[config.mk]
export PLATFORM = sky130hd
export DESIGN_NAME = lrsc_monitor
export DESIGN_NICKNAME = d
export VERILOG_FILES = /design/src/rtl/lrsc_monitor.sv
export SDC_FILE = /design/constraint.sdc
export NUM_CORES = 1
export LEC_CHECK = 0
export ABC_CLOCK_PERIOD_IN_PS = 2200
export BUFFER_PORTS_ARGS = -buffer_cell sky130_fd_sc_hd__buf_2
export CORE_MARGIN = 10
export CORE_UTILIZATION = 40
export DETAILED_ROUTE_END_ITERATION = 10
export MAX_ROUTING_LAYER = met4
export PLACE_DENSITY_LB_ADDON = 0.3
export SYNTH_ARGS = -nofsm -noshare
export SYNTH_HDL_FRONTEND = slang
export SYNTH_SLANG_ARGS = --single-unit
export TNS_END_PERCENT = 10
[constraint.sdc]
create_clock -name clk -period 2.2 [get_ports clk]
set_input_delay 0.33 -clock clk [delete_from_list [all_inputs] [get_ports clk]]
set_output_delay 0.33 -clock clk [all_outputs]
set_load 0.03 [all_outputs]
[src/rtl/lrsc_monitor.sv]
module lrsc_monitor #(
  parameter int AW = 16
) (
  input  logic          clk,
  input  logic          rst_n,
  input  logic          issue,
  input  logic [31:0]   insn,
  input  logic [AW-1:0] rs1_val,
  input  logic [63:0]   rs2_val,
  output logic          ready,
  output logic          mem_req,
  output logic          mem_we,
  output logic          mem_size,
  output logic [AW-1:0] mem_addr,
  output logic [63:0]   mem_wdata,
  input  logic          mem_ack,
  input  logic [63:0]   mem_rdata,
  input  logic          snoop_valid,
  input  logic [AW-4:0] snoop_line,
  output logic          rd_we,
  output logic [4:0]    rd_idx,
  output logic [63:0]   rd_data,
  output logic          fault
);
  typedef enum logic [1:0] {IDLE, RD_WAIT, WR_WAIT} state_t;
  state_t st;

  logic          res_v;
  logic [AW-4:0] res_g;

  wire        is_atomic = insn[6:0] == 7'b0101111;
  wire        is_dw     = insn[14:12] == 3'b011;
  wire        width_ok  = insn[14:12] == 3'b010 || is_dw;
  wire        is_load   = is_atomic && width_ok && insn[31:27] == 5'b00010 && insn[24:20] == 5'd0;
  wire        is_store  = is_atomic && width_ok && insn[31:27] == 5'b00011;
  wire        misalign  = is_dw ? |rs1_val[2:0] : |rs1_val[1:0];
  wire        unused_ordering = ^insn[26:25];

  assign ready = st == IDLE;
  wire take       = issue && ready;
  wire snoop_hit  = snoop_valid && res_v && snoop_line == res_g;
  wire store_ok   = res_v && res_g == rs1_val[AW-1:3] && !snoop_hit;
  wire load_done  = st == RD_WAIT && mem_ack;
  wire store_done = st == WR_WAIT && mem_ack;

  always_ff @(posedge clk) begin
    if (!rst_n) begin
      st        <= IDLE;
      res_v     <= 1'b0;
      res_g     <= '0;
      mem_req   <= 1'b0;
      mem_we    <= 1'b0;
      mem_size  <= 1'b0;
      mem_addr  <= '0;
      mem_wdata <= '0;
      rd_we     <= 1'b0;
      rd_idx    <= '0;
      rd_data   <= '0;
      fault     <= 1'b0;
    end else begin
      rd_we <= 1'b0;
      fault <= 1'b0;

      if (take && (is_load || is_store)) begin
        rd_idx <= insn[11:7];
        if (misalign) begin
          fault <= 1'b1;
        end else if (is_load) begin
          st       <= RD_WAIT;
          mem_req  <= 1'b1;
          mem_we   <= 1'b0;
          mem_size <= is_dw;
          mem_addr <= rs1_val;
        end else if (store_ok) begin
          st        <= WR_WAIT;
          mem_req   <= 1'b1;
          mem_we    <= 1'b1;
          mem_size  <= is_dw;
          mem_addr  <= rs1_val;
          mem_wdata <= is_dw ? rs2_val : {32'd0, rs2_val[31:0]};
        end else begin
          rd_we   <= 1'b1;
          rd_data <= 64'd1;
        end
      end

      if (load_done) begin
        st      <= IDLE;
        mem_req <= 1'b0;
        rd_we   <= 1'b1;
        rd_data <= mem_size ? mem_rdata : {{32{mem_rdata[31]}}, mem_rdata[31:0]};
      end
      if (store_done) begin
        st      <= IDLE;
        mem_req <= 1'b0;
        rd_we   <= 1'b1;
        rd_data <= 64'd0;
      end

      if (load_done) begin
        res_g <= mem_addr[AW-1:3];
        res_v <= !(snoop_valid && snoop_line == mem_addr[AW-1:3]);
      end else if (take && is_store && !misalign) begin
        res_v <= 1'b0;
      end else if (snoop_hit) begin
        res_v <= 1'b0;
      end
    end
  end

  AST_STORE_DROPS_RES: assert property (@(posedge clk) disable iff (!rst_n)
    (take && is_store && !misalign) |=> !res_v);
  AST_SNOOP_DROPS_RES: assert property (@(posedge clk) disable iff (!rst_n)
    (snoop_hit && !load_done) |=> !res_v);
  AST_FAULT_NO_ACCESS: assert property (@(posedge clk) disable iff (!rst_n)
    fault |-> !mem_req && !rd_we);
  AST_FAULT_KEEPS_RES: assert property (@(posedge clk) disable iff (!rst_n)
    (take && (is_load || is_store) && misalign && !snoop_hit) |=> ($stable(res_v) && $stable(res_g)));
  AST_DW_ALIGNED: assert property (@(posedge clk) disable iff (!rst_n)
    (mem_req && mem_size) |-> mem_addr[2:0] == 3'd0);
  AST_FAIL_NO_REQ: assert property (@(posedge clk) disable iff (!rst_n)
    (rd_we && rd_data == 64'd1 && !$past(mem_req)) |-> !mem_req);
  AST_REQ_BUSY: assert property (@(posedge clk) disable iff (!rst_n)
    mem_req |-> !ready);
endmodule

# Word-level counts from Yosys, hierarchy flattened
# Index checks and enable logic that the tools add are counted.
# totals
inputBits	194
wordCells	88
output_inout_bits	155
mem_bits_rw	0
romBits	0
latch_bits	0
n_memories	0
ff_bits	170
# classes
n_eq_ne	13
addsub	0
n_shift	0
n_mux	27
bitwise	3
magnitude_cmp	0
div	0
multipliers	0
reduce_logical	33
# ops
cell	count
64-bit 2-to-1 mux	7
13-bit equality test	3
16-bit 2-to-1 mux	2
1-bit 2-to-1 mux	16
1-bit logical AND	15
5-bit by 2-bit equality test with 1-bit output (second input constant)	2
4-bit AND reduction	2
7-bit by 6-bit equality test with 1-bit output (second input constant)	1
3-bit by 2-bit equality test with 1-bit output (second input constant)	2
2-bit by 1-bit != test with 1-bit output (second input constant)	3
3-bit OR reduction	2
5-bit zero test	1
2-bit 2-to-1 mux	2
2-bit nonzero test	2
2-bit OR reduction	2
1-bit zero test	3
1-bit NOT	3
3-bit AND reduction	1
3-bit nonzero test	1
2-bit by 1-bit equality test with 1-bit output (second input constant)	1
2-bit equality test (second input constant)	1
2-bit zero test	1
1-bit logical OR	2
2-bit AND reduction	1

# Longest topological paths before layout
# Gate-level depths: netlist of run 1.
# logic_depth
ltp_word	10
ltp_mapped	9
depth_no_buf	6

# Worst setup path after synthesis of run 1
# OpenSTA, ideal clock, no wires.
# synth_timing
path_kind	input-to-reg
startpoint	in insn[30]
endpoint	reg mem_addr[10]
required_time_ns	2.083
stages	8
arrival_ns	2.140
n_path_buf	2
setup_ns	0.117
slack_ns	-0.057
cell_sequence	or4b_1 nor4_4 and3_1 and3_1 buf_4 nor3_2 buf_6 a22o_1
# synth_via
elab_chain_len	6
elab_cells_between_ends	10
classes_between	2 x eq/ne; 1 x mux; 7 x reduce/logical
# synth_rtl
element	line_no	text
start: declaration	7	input logic [31:0] insn,
5-bit by 2-bit equality test with 1-bit output	34	wire is_load = is_atomic && width_ok && insn[31:27] == 5'b00010 && insn[24:20] == 5'd0;
1-bit logical AND (2 in a row)	34	
1-bit logical OR	64	if (take && (is_load || is_store)) begin
1-bit logical AND	64	
3-bit AND reduction (no source line)	n/a	
end signal: assignment	73	mem_addr <= rs1_val;
end signal: assignment	79	mem_addr <= rs1_val;
end: declaration	14	output logic [AW-1:0] mem_addr,
# Several ways; a longest one is shown, not always the timed one.
# A chain may end at the register's enable or synchronous reset.

# Worst setup path in the final report of run 1
# layout_timing
startpoint	reg st[0]
endpoint	reg mem_addr[7]
# layout_via
elab_chain_len	4
# layout_rtl
element	line_no	text
start: declaration	26	state_t st;
start signal: assignment	48	st <= IDLE;
start signal: assignment	69	st <= RD_WAIT;
start signal: assignment	75	st <= WR_WAIT;
2-bit zero test	39	assign ready = st == IDLE;
1-bit logical AND	40	wire take = issue && ready;
1-bit logical AND	64	
3-bit AND reduction (no source line)	n/a	
# Every way passes these cells.

==> results of run 1 <==
metal layers:
metal  wire [um]  global-route usage  up-vias  share of wire
met1        9190               0.224     2848           0.41
met4         365              0.0601        0          0.016
met5           0                   -        -              0
met2       11200               0.344      252           0.49
met3        1870              0.0786       28          0.083
li1            -                   -     3025              -
sequential cells by signal, summed over array words and instances (netlist names):
register   flops
mem_wdata     64
mem_size       1
rd_idx         5
mem_addr      16
rd_we          1
rd_data       64
res_g         13
mem_req        1
st             2
res_v          1
fault          1
mem_we         1
critical path: stages, from the launching register on:
cell     delay [ns]
dfxtp_2        0.33
or4b_4         0.53
nor4_4         0.30
and3_4         0.23
and3_4         0.23
buf_6          0.14
nor3_4         0.04
buf_12         0.15
a22o_1         0.20
synthesized netlist by cell type (4+ instances only):
| cell type | number |
|---|---|
| nor4_1 | 6 |
| a21oi_1 | 50 |
| nor2_1 | 43 |
| and2_1 | 4 |
| mux2i_1 | 37 |
| dfxtp_1 | 170 |
| buf_6 | 8 |
| o21a_1 | 5 |
| clkbuf_1 | 34 |
| xnor2_1 | 23 |
| nand4_1 | 6 |
| nor3_1 | 5 |
| xor2_1 | 16 |
| nand2_1 | 66 |
| o2bb2ai_1 | 32 |
| nand3_1 | 72 |
| buf_1 | 5 |
| a22o_1 | 44 |
layout make-up:
type,count,share of cell area
flip-flops and latches,170,0.367
multi-input cells,431,0.306
repair buffers,389,0.234
clock buffers,20,0.0491
well taps,216,0.0290
clock inverters,11,0.0147
inverters,3,0.00121
stage by stage:
stage,cells,setup TNS [ns]
floorplan,655,-0.569
global placement,1206,-34.43
detailed placement,1206,-37.89
CTS,1241,-5.59
global route,1240,-10.64
finish,1240,-1.21
cell families (layout without fill, tap and decap cells):
group / after synthesis / in the layout
DFF: 170 / 170
and+or+nand+nor: 218 / 218
AOI/OAI and AO/OA: 137 / 137
muxes: 37 / 37
xor gates and xnor gates: 39 / 39
buffers and inverters: 54 / 423
power groups by stage:
stage	registers (uW)	clock network [uW]	logic, uW
floorplan	3150	0	116
global placement	3150	0	353
detailed placement	3150	0	358
CTS	3080	3070	363
global route	3070	3220	400
finish	3080	3020	368
layout by cell type, fill, tap and decap left out, drive strengths merged, types with 2 or more instances in the layout:
master   Yosys  final
o2bb2ai     32     32
nand4        6      6
clkinv       0      4
or4b         2      2
buf         17    389
nand4b       2      2
and3         3      3
dfxtp      170    170
nor4         7      7
o21ai        2      2
o21a         5      5
clkbuf      34     20
a21oi       51     51
xor2        16     16
nor2b        3      3
nor3         7      7
mux2i       37     37
nand2       66     66
bufinv       0      2
a22o        44     44
inv          3      7
xnor2       23     23
nor2        43     43
nand3       72     72
and2         4      4
worst paths after layout:
kind,startpoint,endpoint,cells past startpoint
worst max-delay path,st[0],mem_addr[7],8
worst min-delay path,mem_rdata[13],rd_data[13],2
worst max register to register,st[0],mem_addr[7],8
worst min register to register,mem_wdata[40],mem_wdata[40],2
what timing repair did:
action                                  CTS  global route
gates resized for setup                  13            13
cloned                                    1             0
pin swaps                                37             5
endpoints found under the setup margin  144           144
buffers inserted                          4             0
==> results.cfg, run 1 <==
[run_status]
outcome = complete, but fails checks
violations = setup timing

[die]
rows = 46
die_w_um = 147
core_mm2 = 0.0158
die_area_mm2 = 0.0215
start_util = 0.406
die_h_um = 147
ios = 349

[clocking]
cts-root-buf = clkbuf_16
hold_buffers = 0
htreeDepth = 4
insertion_delay_ns = 0.43
clk_pin_slew_worst_paths_ns = 0.07
cts_sinks = 170
cts_buffers = 17
tritoncts = built
cts_buffer_depth = 2

[layout]
fillerInstances = 1395
finish.utilization = 0.588
layout-drive-gt1-share = 0.435
syn_to_final_growth_pct = 44.9
seq_area_mm2 = 0.00341
final_area_mm2 = 0.00931
layout.nets = 1206
num_antenna_cells = 0
multi_input_area_mm2 = 0.00284

[logic_synthesis]
synth_compound_gate_area_share = 0.155
synthTopCellsByArea = dfxtp_1 (53%), a22o_1 (6.0%), mux2i_1 (5.8%)
ys_types = 36
synth_area_mm2 = 0.00642
synth_flop_cell = dfxtp_1
synth_mux_area_frac = 0.0577
ys_seq_area_frac = 0.530
yosys.area.top_type_share = 0.530
synth_xor_area_frac = 0.0532
synth-seq-cells = 170
syn_nets = 849
synth-edff-count = 0
synthAdderAreaFrac = 0
synth_top_area_cell = dfxtp_1
ys_async_sr_fraction = 0
synth_simple_gate_area_share = 0.162
synth.avg_cell_area_um2 = 9.81
synth_top_family_by_area = simple AND/OR/NAND/NOR gates
yosysWarnings = 0
synth_cells = 655

[detailed_routing]
drt-vias-per-instance = 4.96
routed-via-count = 6153
drc = 0
drt-pass1-iter-count = 4
wl_per_cell_um = 18.2
drt-initial-drc-count = 240
wl_um = 22600
antenna_left = 0

[worst_setup_path]
required_ns = 2.51
cp.arrival_ns = 2.58
critical_path_class = register to register
critPathMaxFanout = 15
worstSetupStartpointType = register
rrSetupSlack_ns = -0.07
end_kind = register

[timing]
skew_ns = 0.0153
min_period_ns = 2.27
min_period_over_period = 1.03
final_max_slew_viol_count = 0
maxSlewHeadroom = 0.564
tightestPinTransition_ns = 0.651
whs_ns = 0.105
timing.final.ws_setup_ns = -0.0734
setup_viol_count_final = 47
rsz0062_at_grt = yes
clock.fmax_ghz = 0.440
final-hold-violation-count = 0

[pwr]
switching_share = 0.224
p_int_uw = 5010
clkPwrFrac = 0.467
power.share.combinational = 0.057
switchingPower_uw = 1450
ir_drop_v = 0.000497
power_density_mw_per_mm2 = 694
p_seq_frac = 0.476
leakage_uw = 0.00449
power_uw = 6460

[global_routing]
antenna_found_initial = 0
grt_use_total = 0.206
grt_pass1_vias = 6443
grt_max_degree = 53
grt_overflow = 0
grt_pass1_wl_um = 34600

[placement]
gp_congestion = 0.908
port_buffers = 341
post-dp-hpwl_um = 17300
placedInstanceArea_mm2 = 0.00857
pre_cts_slack_ns = -0.348

[worst_hold_path]
hold_path_class = primary input to register

[run]
drv_cap = 0
Note: power is estimated with default switching activity, not from simulation.
==> run 2, diff against run 1 <==
==> constraint.sdc (replaced) <==
create_clock -name clk -period 2.2 [get_ports clk]
set_input_delay 0.11 -clock clk [delete_from_list [all_inputs] [get_ports clk]]
set_output_delay 0.11 -clock clk [all_outputs]
set_load 0.03 [all_outputs]
==> run 2 against run 1 <==
Effect of this change: the flow still finishes with violations (setup timing); worst hold slack worse by 0.097 ns; die area stayed put; combinational power is 58% higher; clock-buffer cell count is 1 lower; flip-flop and latch count stayed put; sequential share of layout area is 5.5 points lower; largest power group unchanged; highest routed layer unchanged.
==> results.cfg, run 2 (same netlist as run 1, synthesis figures left out) <==
[timing]
setup_viol_count_final = 25
timing.final.ws_setup_ns = -0.0913
maxSlewHeadroom = 0.575
fin_setup_tns_ns = -0.707
final-hold-violation-count = 0
min_period_ns = 2.29
skew_ns = 0.0115
tightestPinTransition_ns = 0.635
min_period_over_period = 1.04
clock.fmax_ghz = 0.436
final_max_slew_viol_count = 0
rsz0062_at_grt = yes
whs_ns = 0.00802

[global_routing]
grt_pass1_vias = 7245
grt_use_total = 0.237
grt_overflow = 0
grt_max_degree = 46
antenna_found_initial = 3
grt_pass1_wl_um = 40000

[layout]
layout.nets = 1361
final_cell_mix = buf_2 (341), dfxtp_1 (167), dlygate4sd3_1 (146)
layout_commonest_cell = buf_2
final_area_mm2 = 0.0109
top_regs = mem_wdata (64), rd_data (64), mem_addr (16)
layout-drive-gt1-share = 0.390
syn_to_final_growth_pct = 70.0

[detailed_routing]
routed-via-count = 7037
wl_per_cell_um = 18.9
wl_um = 26400
drt-pass1-iter-count = 4
drt-vias-per-instance = 5.03
drt-initial-drc-count = 351
antenna_left = 0
drc = 0

[pwr]
power.share.combinational = 0.089
p_int_uw = 5030
p_seq_frac = 0.471
clkPwrFrac = 0.440
ir_drop_v = 0.000500
switchingPower_uw = 1500
power_uw = 6530
power_density_mw_per_mm2 = 598
switching_share = 0.230
leakage_uw = 0.00515

[worst_setup_path]
critPathMaxFanout = 8
required_ns = 2.50
cp-startpoint = st[1]
r2r-end = mem_wdata[31]
cp.arrival_ns = 2.59
cp.depth = 8
critPathSlowestCell = or4b_4
cp-endpoint = mem_wdata[31]
worstSetupStartpointType = register
critical_path_class = register to register
r2r-start = st[1]
slowest_delay_ns = 0.56
rrSetupSlack_ns = -0.09
crit_chain = or4b_4, nor4_4, and3_1, and3_4, buf_12, buf_16, mux2i_1, nor2_1
cp.buffers_inverters = 2
rr_worst_depth = 8
crit_family = simple AND/OR/NAND/NOR gates
end_kind = register

[worst_hold_path]
min_path_cells = 3
hold_path_class = primary input to register

[clocking]
cts_sinks = 170
cts_buffer_depth = 2
tritoncts = built
cts-root-buf = clkbuf_16
htreeDepth = 4
insertion_delay_ns = 0.42
clk_pin_slew_worst_paths_ns = 0.07
cts_buffers = 17

[die]
ios = 349
die_area_mm2 = 0.0215
rows = 46
die_w_um = 147
core_mm2 = 0.0158
start_util = 0.406
die_h_um = 147

[placement]
port_buffers = 341
gp_congestion = 0.876
post-dp-hpwl_um = 17300
placedInstanceArea_mm2 = 0.00863

[run_status]
violations = setup timing
outcome = complete, but fails checks

[run]
drv_cap = 0
==> run 2: cell types whose count changed in the layout (fill, tap and decap cells not counted), sizes merged <==
cell	before	now
buf	389	396
clkbuf	20	21
diode	0	3
dlygate4sd3	0	146
clkinv	4	2
bufinv	2	1
clkinvlp	1	5
==> run 2: per-stage QoR <==
step | utilization | instances | setup slack [ns]
2_1_floorplan | - | 655 | 0.105
3_3_place_gp | 0.545 | 1214 | -0.223
3_5_place_dp | 0.545 | 1214 | -0.268
4_1_cts | 0.677 | 1392 | -0.0493
5_1_grt | 0.690 | 1398 | -0.173
6_report | 0.690 | 1398 | -0.0913
==> run 2: worst reg2reg max path: cells and delay by family (launching register included) <==
family,cells,cell delay (ns)
flops,1,0.34
buf+inv,2,0.31
mux,1,0.27
simple gates,5,1.26
==> run 2: per-layer routing <==
metal / vias to the layer above / routed length, um / track usage
met5: - / 0 / -
met4: 0 / 659 / 0.0791
met3: 46 / 1710 / 0.0587
met2: 310 / 13300 / 0.407
met1: 3331 / 10700 / 0.265
li1: 3350 / - / -
==> run 2: worst min path at each step <==
stage / from / end / slack, ns
after floorplan: rs1_val[10] / mem_addr[10] / 0.24
after global placement: mem_rdata[5] / rd_data[5] / 0.32
after detailed placement: mem_rdata[28] / rd_data[28] / 0.33
after CTS: mem_rdata[47] / rd_data[47] / 0.004
after global routing: mem_rdata[47] / rd_data[47] / 0.02
final: mem_rdata[47] / rd_data[47] / 0.008
==> run 2: layout make-up <==
type	count	area, um^2
repair buffers	544	3760
clock buffers	19	443
multi-input cells	431	2900
inverters	3	11.3
fillers	1166	4910
clock inverters	12	116
well taps	216	270
flip-flops and latches	170	3410
diodes	3	7.51
==> run 2: repair_timing <==
action / in CTS / in global routing
setup buffers: 0 / 1
hold buffers: 146 / 0
endpoints found under the hold margin: 146 / 0
cloned: 1 / 2
endpoints found under the setup margin: 143 / 143
resized for setup: 10 / 27
pin swaps: 2 / 36
==> run 2: power groups by stage <==
stage	Sequential (uW)	Combinational [uW]	Clock, uW
after detailed placement	3150	348	0
final	3080	583	2870
after floorplan	3150	115	0
after CTS	3080	558	2940
after global routing	3070	626	3050
after global placement	3150	345	0
